===== src/rtl/i2c_bm_pkg.sv =====
package i2c_bm_pkg;

    typedef enum logic [1:0] {
        OP_START = 2'd0,
        OP_STOP  = 2'd1,
        OP_WRITE = 2'd2,
        OP_READ  = 2'd3
    } op_e;

    localparam int BYTE_BITS = 8;

    // Line enables for the phase being entered: {scl_oe, sda_oe}
    function automatic logic [1:0] line_drive(
        input op_e        op,
        input logic [3:0] bitn,
        input logic [1:0] sub,
        input logic       tx_bit,
        input logic       ack_drv,
        input logic       scl_keep
    );
        logic scl;
        logic sda;
        scl = 1'b0;
        sda = 1'b0;
        case (op)
            OP_START: begin
                case (sub)
                    2'd0:    begin scl = scl_keep; sda = 1'b0; end
                    2'd1:    begin scl = 1'b0;     sda = 1'b0; end
                    2'd2:    begin scl = 1'b0;     sda = 1'b1; end
                    default: begin scl = 1'b1;     sda = 1'b1; end
                endcase
            end
            OP_STOP: begin
                case (sub)
                    2'd0:    begin scl = 1'b1; sda = 1'b1; end
                    2'd1:    begin scl = 1'b0; sda = 1'b1; end
                    default: begin scl = 1'b0; sda = 1'b0; end
                endcase
            end
            default: begin
                scl = (sub != 2'd1);
                if (bitn < 4'(BYTE_BITS)) begin
                    sda = (op == OP_WRITE) ? ~tx_bit : 1'b0;
                end else begin
                    sda = (op == OP_WRITE) ? 1'b0 : ack_drv;
                end
            end
        endcase
        return {scl, sda};
    endfunction

endpackage


===== src/rtl/i2c_bm_sync.sv =====
module i2c_bm_sync #(
    parameter int WIDTH  = 1,
    parameter int STAGES = 2
) (
    input  logic             clk,
    input  logic             rst_n,
    input  logic [WIDTH-1:0] d,
    output logic [WIDTH-1:0] q
);
    logic [WIDTH-1:0] stg_q [STAGES];

    always_ff @(posedge clk or negedge rst_n) begin
        if (!rst_n) stg_q[0] <= '1;
        else        stg_q[0] <= d;
    end

    for (genvar g = 1; g < STAGES; g++) begin : g_stage
        always_ff @(posedge clk or negedge rst_n) begin
            if (!rst_n) stg_q[g] <= '1;
            else        stg_q[g] <= stg_q[g-1];
        end
    end

    assign q = stg_q[STAGES-1];
endmodule


===== src/rtl/i2c_bm_timer.sv =====
module i2c_bm_timer #(
    parameter int DIV_W = 16
) (
    input  logic             clk,
    input  logic             rst_n,
    input  logic             load,
    input  logic [DIV_W-1:0] div,
    output logic             expire
);
    logic [DIV_W-1:0] cnt_d, cnt_q;
    logic [DIV_W-1:0] lim_d, lim_q;

    always_comb begin
        lim_d = lim_q;
        cnt_d = cnt_q;
        if (load) begin
            lim_d = div;
            cnt_d = div;
        end else if (cnt_q == '0) begin
            cnt_d = lim_q;
        end else begin
            cnt_d = cnt_q - 1'b1;
        end
    end

    always_ff @(posedge clk or negedge rst_n) begin
        if (!rst_n) begin
            cnt_q <= '0;
            lim_q <= '0;
        end else begin
            cnt_q <= cnt_d;
            lim_q <= lim_d;
        end
    end

    assign expire = (cnt_q == '0);
endmodule


===== src/rtl/i2c_byte_master.sv =====
module i2c_byte_master
    import i2c_bm_pkg::*;
#(
    parameter int DIV_W       = 16,
    parameter int SYNC_STAGES = 2
) (
    input  logic             clk,
    input  logic             rst_n,
    input  logic             cmd_valid,
    output logic             cmd_ready,
    input  logic [1:0]       cmd_op,
    input  logic [7:0]       cmd_data,
    input  logic             cmd_ack,
    input  logic [DIV_W-1:0] divider,
    output logic             done,
    output logic [7:0]       rd_data,
    output logic             ack_seen,
    output logic             scl_oe,
    output logic             sda_oe,
    input  logic             sda_in
);
    localparam logic [3:0] LAST_BIT   = 4'(BYTE_BITS);
    localparam logic [1:0] LAST_SUB_B = 2'd2;
    localparam logic [1:0] LAST_SUB_S = 2'd3;
    localparam logic [1:0] LAST_SUB_P = 2'd2;

    typedef struct packed {
        logic       busy;
        logic       started;
        op_e        op;
        logic [3:0] bitn;
        logic [1:0] sub;
        logic [7:0] sh;
        logic       ack_drv;
        logic       ack;
        logic [7:0] rd;
        logic       done;
        logic       scl_oe;
        logic       sda_oe;
    } state_t;

    state_t s_d, s_q;
    logic   tmr_load, tmr_expire;
    logic   sda_s;
    logic   is_byte, is_last, enter;
    op_e    op_in;

    i2c_bm_sync #(.WIDTH(1), .STAGES(SYNC_STAGES)) u_sync (
        .clk(clk), .rst_n(rst_n), .d(sda_in), .q(sda_s)
    );

    i2c_bm_timer #(.DIV_W(DIV_W)) u_timer (
        .clk(clk), .rst_n(rst_n), .load(tmr_load), .div(divider), .expire(tmr_expire)
    );

    always_comb begin
        s_d      = s_q;
        s_d.done = 1'b0;
        tmr_load = 1'b0;
        enter    = 1'b0;
        op_in    = op_e'(cmd_op);
        is_byte  = (s_q.op == OP_WRITE) || (s_q.op == OP_READ);
        case (s_q.op)
            OP_START: is_last = (s_q.sub == LAST_SUB_S);
            OP_STOP:  is_last = (s_q.sub == LAST_SUB_P);
            default:  is_last = (s_q.bitn == LAST_BIT) && (s_q.sub == LAST_SUB_B);
        endcase

        if (!s_q.busy) begin
            if (cmd_valid && (op_in == OP_START || s_q.started)) begin
                s_d.busy    = 1'b1;
                s_d.op      = op_in;
                s_d.bitn    = '0;
                s_d.sub     = '0;
                s_d.sh      = (op_in == OP_WRITE) ? cmd_data : 8'h00;
                s_d.ack_drv = cmd_ack;
                if (op_in == OP_START) s_d.started = 1'b1;
                tmr_load    = 1'b1;
                enter       = 1'b1;
            end
        end else if (tmr_expire) begin
            if (is_byte && s_q.sub == 2'd1) begin
                if (s_q.bitn < LAST_BIT) begin
                    if (s_q.op == OP_READ) s_d.sh = {s_q.sh[6:0], sda_s};
                end else begin
                    s_d.ack = ~sda_s;
                end
            end
            if (s_q.op == OP_WRITE && s_q.sub == 2'd2 && s_q.bitn < LAST_BIT) begin
                s_d.sh = {s_q.sh[6:0], 1'b0};
            end
            if (is_last) begin
                s_d.busy = 1'b0;
                s_d.done = 1'b1;
                if (s_q.op == OP_STOP) s_d.started = 1'b0;
                if (s_q.op == OP_READ) s_d.rd = s_d.sh;
            end else begin
                enter = 1'b1;
                if (is_byte && s_q.sub == LAST_SUB_B) begin
                    s_d.sub  = '0;
                    s_d.bitn = s_q.bitn + 1'b1;
                end else begin
                    s_d.sub = s_q.sub + 1'b1;
                end
            end
        end

        if (enter) begin
            {s_d.scl_oe, s_d.sda_oe} = line_drive(s_d.op, s_d.bitn, s_d.sub,
                                                  s_d.sh[7], s_d.ack_drv, s_q.scl_oe);
        end
    end

    always_ff @(posedge clk or negedge rst_n) begin
        if (!rst_n) s_q <= '0;
        else        s_q <= s_d;
    end

    assign cmd_ready = ~s_q.busy;
    assign done      = s_q.done;
    assign rd_data   = s_q.rd;
    assign ack_seen  = s_q.ack;
    assign scl_oe    = s_q.scl_oe;
    assign sda_oe    = s_q.sda_oe;

    logic       chk_busy, chk_started;
    logic [1:0] chk_op;
    assign chk_busy    = s_q.busy;
    assign chk_started = s_q.started;
    assign chk_op      = s_q.op;
endmodule


===== config.mk =====
export PLATFORM = sky130hd
export DESIGN_NAME = i2c_byte_master
export DESIGN_NICKNAME = d
export VERILOG_FILES = /design/src/rtl/i2c_bm_pkg.sv /design/src/rtl/i2c_bm_sync.sv /design/src/rtl/i2c_bm_timer.sv /design/src/rtl/i2c_byte_master.sv
export SDC_FILE = /design/constraint.sdc
export NUM_CORES = 1
export LEC_CHECK = 0
export BUFFER_PORTS_ARGS = -buffer_cell sky130_fd_sc_hd__clkbuf_2
export CAP_MARGIN = 20
export CORE_AREA = 5 5 90 92
export CTS_CLUSTER_SIZE = 28
export DETAILED_ROUTE_END_ITERATION = 6
export DIE_AREA = 0 0 95 97
export HOLD_SLACK_MARGIN = 0.03
export PLACE_DENSITY_LB_ADDON = 0.1
export SYNTH_ARGS = -nofsm -noshare
export SYNTH_HDL_FRONTEND = slang
export SYNTH_SLANG_ARGS = --single-unit

===== constraint.sdc =====
create_clock -name clk -period 3.83 [get_ports clk]
set_input_delay 0.1915 -clock clk [delete_from_list [all_inputs] [get_ports clk]]
set_output_delay 0.1915 -clock clk [all_outputs]
set_load 0.03 [all_outputs]

# After elaboration in Yosys (flattened, before gate mapping)
# Cells that the tools add are included.
# W data, S select, Z words.
[word_totals]
mem_count = 0
reg_bits = 65
out_inout_bits = 13
in_bits = 31
elab_cells = 103
rom_bits = 0
ramBits = 0
latch_bits = 0
[classes]
n_addsub = 3
eq_ne = 17
n_shift = 0
multipliers = 0
mux = 38
n_reduce_logical = 22
div_mod_pow = 0
n_lt_le_gt_ge = 2
n_bitwise = 4
[op_table]
columns = ["cell", "n"]
rows = [
  ["$mux W8", 5],
  ["$mux W16", 2],
  ["$mux W14", 2],
  ["$mux W19", 1],
  ["$mux W1", 17],
  ["$logic_not A16 Y1", 1],
  ["$sub A16 B1 Y16 const B", 1],
  ["$eq A2 B2 Y1 const B", 7],
  ["$mux W2", 5],
  ["$eq A2 B1 Y1 const B", 4],
  ["$logic_not A2 Y1", 4],
  ["$lt A4 B4 Y1 const B", 2],
  ["$ne A2 B1 Y1 const B", 4],
  ["$pmux W1 S2", 4],
  ["$reduce_and A4 Y1", 2],
  ["$logic_and A1 B1 Y1", 6],
  ["$mux W6", 1],
  ["$reduce_and A5 Y1", 1],
  ["$add A4 B1 Y4 const B", 1],
  ["$eq A4 B4 Y1 const B", 1],
  ["$mux W4", 1],
  ["$not A1 Y1", 4],
  ["$reduce_and A2 Y1", 2],
  ["$reduce_bool A2 Y1", 2],
  ["4 further kinds", 6],
]

# Longest topological paths before layout
[depth]
depth_word = 11
depth_mapped = 13
mapped_depth_nobuf = 13

# Hierarchy
# A second synthesis with hierarchy kept.
[unflattened]
hier_cells = 370
hier_area_um2 = 3500.9
[modules_own_cells]
columns = ["module", "seq_area_each_um2", "area_per_inst_um2", "instances", "cells_each"]
rows = [
  ["i2c_byte_master", 775.7, 1829.3, 1, 197],
  ["i2c_bm_timer", 800.8, 1619.1, 1, 171],
  ["i2c_bm_sync", 52.6, 52.6, 1, 2],
]

# Worst setup path before layout
# OpenSTA, ideal clock, no wires.
[synth_timing]
kind = "register to register"
from = "register u_timer.cnt_q[2]"
to = "register s_q (netlist bit sda_oe)"
setup_slack_ns = 1.095
n_path_buf = 1
path_stages_with_launch = 8
required_ns = 3.748
setup_ns = 0.082
synth_period_minus_slack_ns = 2.735
arrival_ns = 2.653
path_cell_list = "dfrtp_1 or4_4 buf_6 or2_4 or4_4 mux2i_4 or4b_1 a31oi_1"
[synth_lines]
columns = ["item", "line", "source"]
rows = [
  ["start, declared", "i2c_bm_timer.sv:10", "logic [DIV_W-1:0] cnt_d, cnt_q;"],
  ["start signal, assigned", "i2c_bm_timer.sv:31", "cnt_q <= cnt_d;"],
  ["end signal, assigned", "i2c_byte_master.sv:115", "if (!rst_n) s_q <= '0;"],
  ["end signal, assigned", "i2c_byte_master.sv:116", "else s_q <= s_d;"],
  ["end, declared", "i2c_byte_master.sv:42", "state_t s_d, s_q;"],
]

==> summary.txt <==
Run status
  • Outcome: finished, final reports clean

Route
  • Initial DRC Count: 135
  • Antenna Nets Post-Route: 0
  • Final WL: roughly 7.5 mm
  • Mean routed wirelength per cell: between 10 and 15 um
  • Vias per cell: 5.287
  • 1st-pass router iterations: 4
  • DRC errors left: 0
  • Via count: 2797

Clocking
  • Inserted Clock Buffers: 9
  • Clock Pin Slew Worst Setup and Hold Paths: roughly 70 ps
  • Root buf cell: clkbuf_8
  • # resized after CTS: 0
  • CTS Buffer Depth: 2
  • Clk_lat worst skew: 350 ps
  • Sink Count: 65
  • CTS tree: done
  • CTS H-tree lvls: 3

Placed design
  • PortBufs: 43
  • Dpl hpwl: 5.541 mm
  • DP Cell Count: 511
  • Final RePlAce weighted congestion: 0.8048

Synthesis
  • Synthesized net count: 429
  • Syn_area_per_cell: a little under 9 um2
  • Post-Synth Adder-Cell Area: 2.152%
  • Seq/Total Area, Yosys: 46.70%
  • Mux cell area share after synthesis: under 10%
  • Complex-gate fraction of the synthesized area: a little over an eighth
  • Number of flops mapped to enable cells by yosys: 0
  • Distinct cells, synth: 50
  • Async set-reset flop share out of synthesis: 100.0%
  • Post-Synth Simple-Gate Area: between 20% and 30%
  • Largest family of logic cells by synthesized area: simple AND/OR/NAND/NOR gates
  • Synthesized flop and latch total: 65
  • Synthesis Warnings: 0
  • Area of the mapped netlist: 0.003488 mm2
  • Main synth FF type: dfrtp_1
  • XOR/XNOR Fraction of Synth Area: 3.013%
  • Syn Inst Count: about 390

Flow run
  • Max_cap viols: 0

Setup path
  • Worst Setup End Kind: register
  • Flop2flop setup slack: 970 ps
  • Worst Setup SP: u_timer.cnt_q[2]
  • Crit path DAT: 3050 ps
  • Buffers plus inverters on the worst setup path: 0
  • Worst Path Required: 4030 ps
  • Critical Path Sink: scl_oe
  • Crit path launch type: register
  • Worst path max stage delay: roughly 590 ps
  • Reg2reg end: scl_oe
  • Slowest library cell on the worst path: or4_4
  • Crit. path cell count: 11
  • CP top delay family: simple AND/OR/NAND/NOR gates
  • Cells on worst reg2reg path: 11
  • Cells along the critical path: or4_4 -> nor4_4 -> nand3_1 -> nor2_1 -> mux2i_1 -> nor2_1 -> ha_1 -> a21oi_1 -> nand2_1 -> nand2_1 -> a21oi_1
  • Worst Setup Path Type: reg2reg
  • Largest fanout on the critical path: 6
  • Worst R2R Start: u_timer.cnt_q[2]

Min path
  • Class of the worst hold path: in2reg
  • Hold path depth: 3
  • Hold_sp: divider[12]

Pwr
  • Leak: between 1.5 and 2 nW
  • VDD IR max: 0.3570 mV
  • Final Power: just under 2 mW
  • Pwr/cell area: 499.8 mW/mm2

Global routing
  • Largest net degree at the start of global routing: 39
  • Total track usage: 17.93%
  • GR Overflow Total: 0
  • Initial antenna violation count: 0
  • Vias in the first global route: between 2000 and 3000
  • First-pass GRT wire length: 13.10 mm

Timing
  • Minimum clock period: 2857 ps
  • Hold Vio Cnt, Final: 0
  • Setup Skew: roughly 12 ps
  • Final period utilization: 74.60%
  • Slew Limit Fails: 0
  • Setup Viol. Count Final: 0
  • Worst-case headroom to the max-slew limit: between 30 and 40%
  • TNS Setup: 0 ps
  • Worst Tran Pin Value: 941.1 ps
  • Fmax: 350.0 MHz
  • Unrepaired setup endpoints after global routing: no

Finish
  • Ant. Diodes: 0
  • Synth-to-Final Area Change: 13.31%
  • Most frequent cells in the layout: 90 x nand2_1, 63 x dfrtp_1, 42 x clkbuf_2
  • Area of the multi-input gates: 0.001679 mm2
  • Most common cell after layout, fill and taps aside: nand2_1
  • Fill cells: 707
  • Final non-filler cell total: 529
  • Nets: ~460
  • Share of layout cells above drive strength 1: about 18%
  • Storage cell area: roughly 0.0016 mm2

Floorplanning
  • Initial Util: between 40% and 50%
  • Die ar.: 0.009215 mm2
  • Rows: 31
  • Die width: about 95 um
  • Die height: 97 um
  • Core area: a little over 0.007 mm2
  • Top Ports: 44
## kinds of logic (layout without fill, tap and decap cells)
| logic type | after synthesis | after routing |
|---|---|---|
| flip-flops | 65 | 65 |
| AND/OR/NAND/NOR | 185 | 185 |
| AO/OA/AOI/OAI | 73 | 73 |
| adder cells (fa/ha/maj) | 6 | 6 |
| multiplexers | 13 | 13 |
| buffers and inverters | 38 | 76 |
| XOR/XNOR | 12 | 12 |
## sequential cells by signal (all words and copies together) (netlist names), 2 cells and up
signal and cells:
u_timer.cnt_q 16, u_timer.lim_q 16, s_q 15, rd_data 8
chk_op 2
## layer usage
layer,vias to the layer above,GRT usage [%],share of wire [%],wire length [um]
met2,54,29.66,49,3687
li1,1416,-,-,-
met4,0,5.993,1.5,112
met3,11,4.189,4.8,359
met5,-,0,0,0
met1,1316,22.80,45,3366
## cells in the mapped netlist (2+ instances only)
| master | count | area share (%) |
|---|---|---|
| or4_4 | 2 | 0.65 |
| nor2_1 | 29 | 3.1 |
| dfrtp_1 | 63 | 45 |
| nand4_1 | 5 | 0.90 |
| o31ai_1 | 4 | 0.86 |
| xor2_1 | 5 | 1.3 |
| or2_2 | 5 | 0.90 |
| o21ai_0 | 34 | 4.9 |
| or3b_2 | 2 | 0.50 |
| and3_1 | 3 | 0.54 |
| or4_1 | 5 | 1.1 |
| or3_1 | 2 | 0.36 |
| nor4_1 | 4 | 0.72 |
| ha_1 | 6 | 2.2 |
| buf_4 | 8 | 1.7 |
| o32ai_1 | 3 | 0.75 |
| nor3_1 | 7 | 1.0 |
| o21ai_1 | 5 | 0.72 |
| nand2b_1 | 4 | 0.72 |
| inv_1 | 12 | 1.3 |
| mux2i_1 | 11 | 3.2 |
| a221o_1 | 8 | 2.3 |
| nand2_1 | 90 | 9.7 |
| a21oi_1 | 9 | 1.3 |
| nand3_1 | 9 | 1.3 |
| buf_2 | 2 | 0.29 |
| o211ai_1 | 2 | 0.43 |
| dfstp_2 | 2 | 1.5 |
| nor2b_1 | 7 | 1.3 |
| and3b_1 | 3 | 0.75 |
| xnor2_1 | 7 | 1.8 |
| clkbuf_1 | 15 | 1.6 |
| a31oi_1 | 2 | 0.36 |
## metrics by stage
stage          util (%)  hold WS (ps)  worst slack (ps)  cell area (um2)
3_3_place_gp      52.05         278.9              1045             3715
5_1_grt           55.38         42.79             645.1             3953
3_5_place_dp      52.05         283.5             959.4             3715
4_1_cts           55.38         45.23             938.4             3953
6_report          55.38         49.95             972.8             3953
2_1_floorplan         -        -104.1              1095             3488
## worst min-delay path by stage
stage          slack, ps                 to
2_1_floorplan       -100           ack_seen
3_3_place_gp         280    u_sync.stg_q[1]
3_5_place_dp         280    u_sync.stg_q[1]
4_1_cts               50   u_timer.lim_q[4]
5_1_grt               40   u_timer.lim_q[5]
6_report              50  u_timer.lim_q[12]
## power by group
part | internal (mW) | switching [mW]
clock | 0.366 | 0.280
sequential | 0.800 | 0.123
combinational | 0.190 | 0.216
## worst min-delay path: cells and delay by family
| family | cells | cell delay (ps) |
|---|---|---|
| buf+inv | 1 | 80 |
| simple gates | 2 | 100 |
## timing repair
action / CTS / global route
hold buffers: 2 / 0
setup buffers: 0 / 0
hold endpoints to repair: 32 / 0
## final cells by class
| cell class | instances | share of cell area, % |
|---|---|---|
| repair buffers | 48 | 6.521 |
| well taps | 99 | 3.134 |
| clock buffers | 9 | 3.134 |
| flip-flops and latches | 65 | 41.22 |
| multi-input cells | 289 | 42.48 |
| clock inverters | 7 | 2.374 |
| inverters | 12 | 1.140 |
Note: power is estimated with default switching activity, not from simulation.
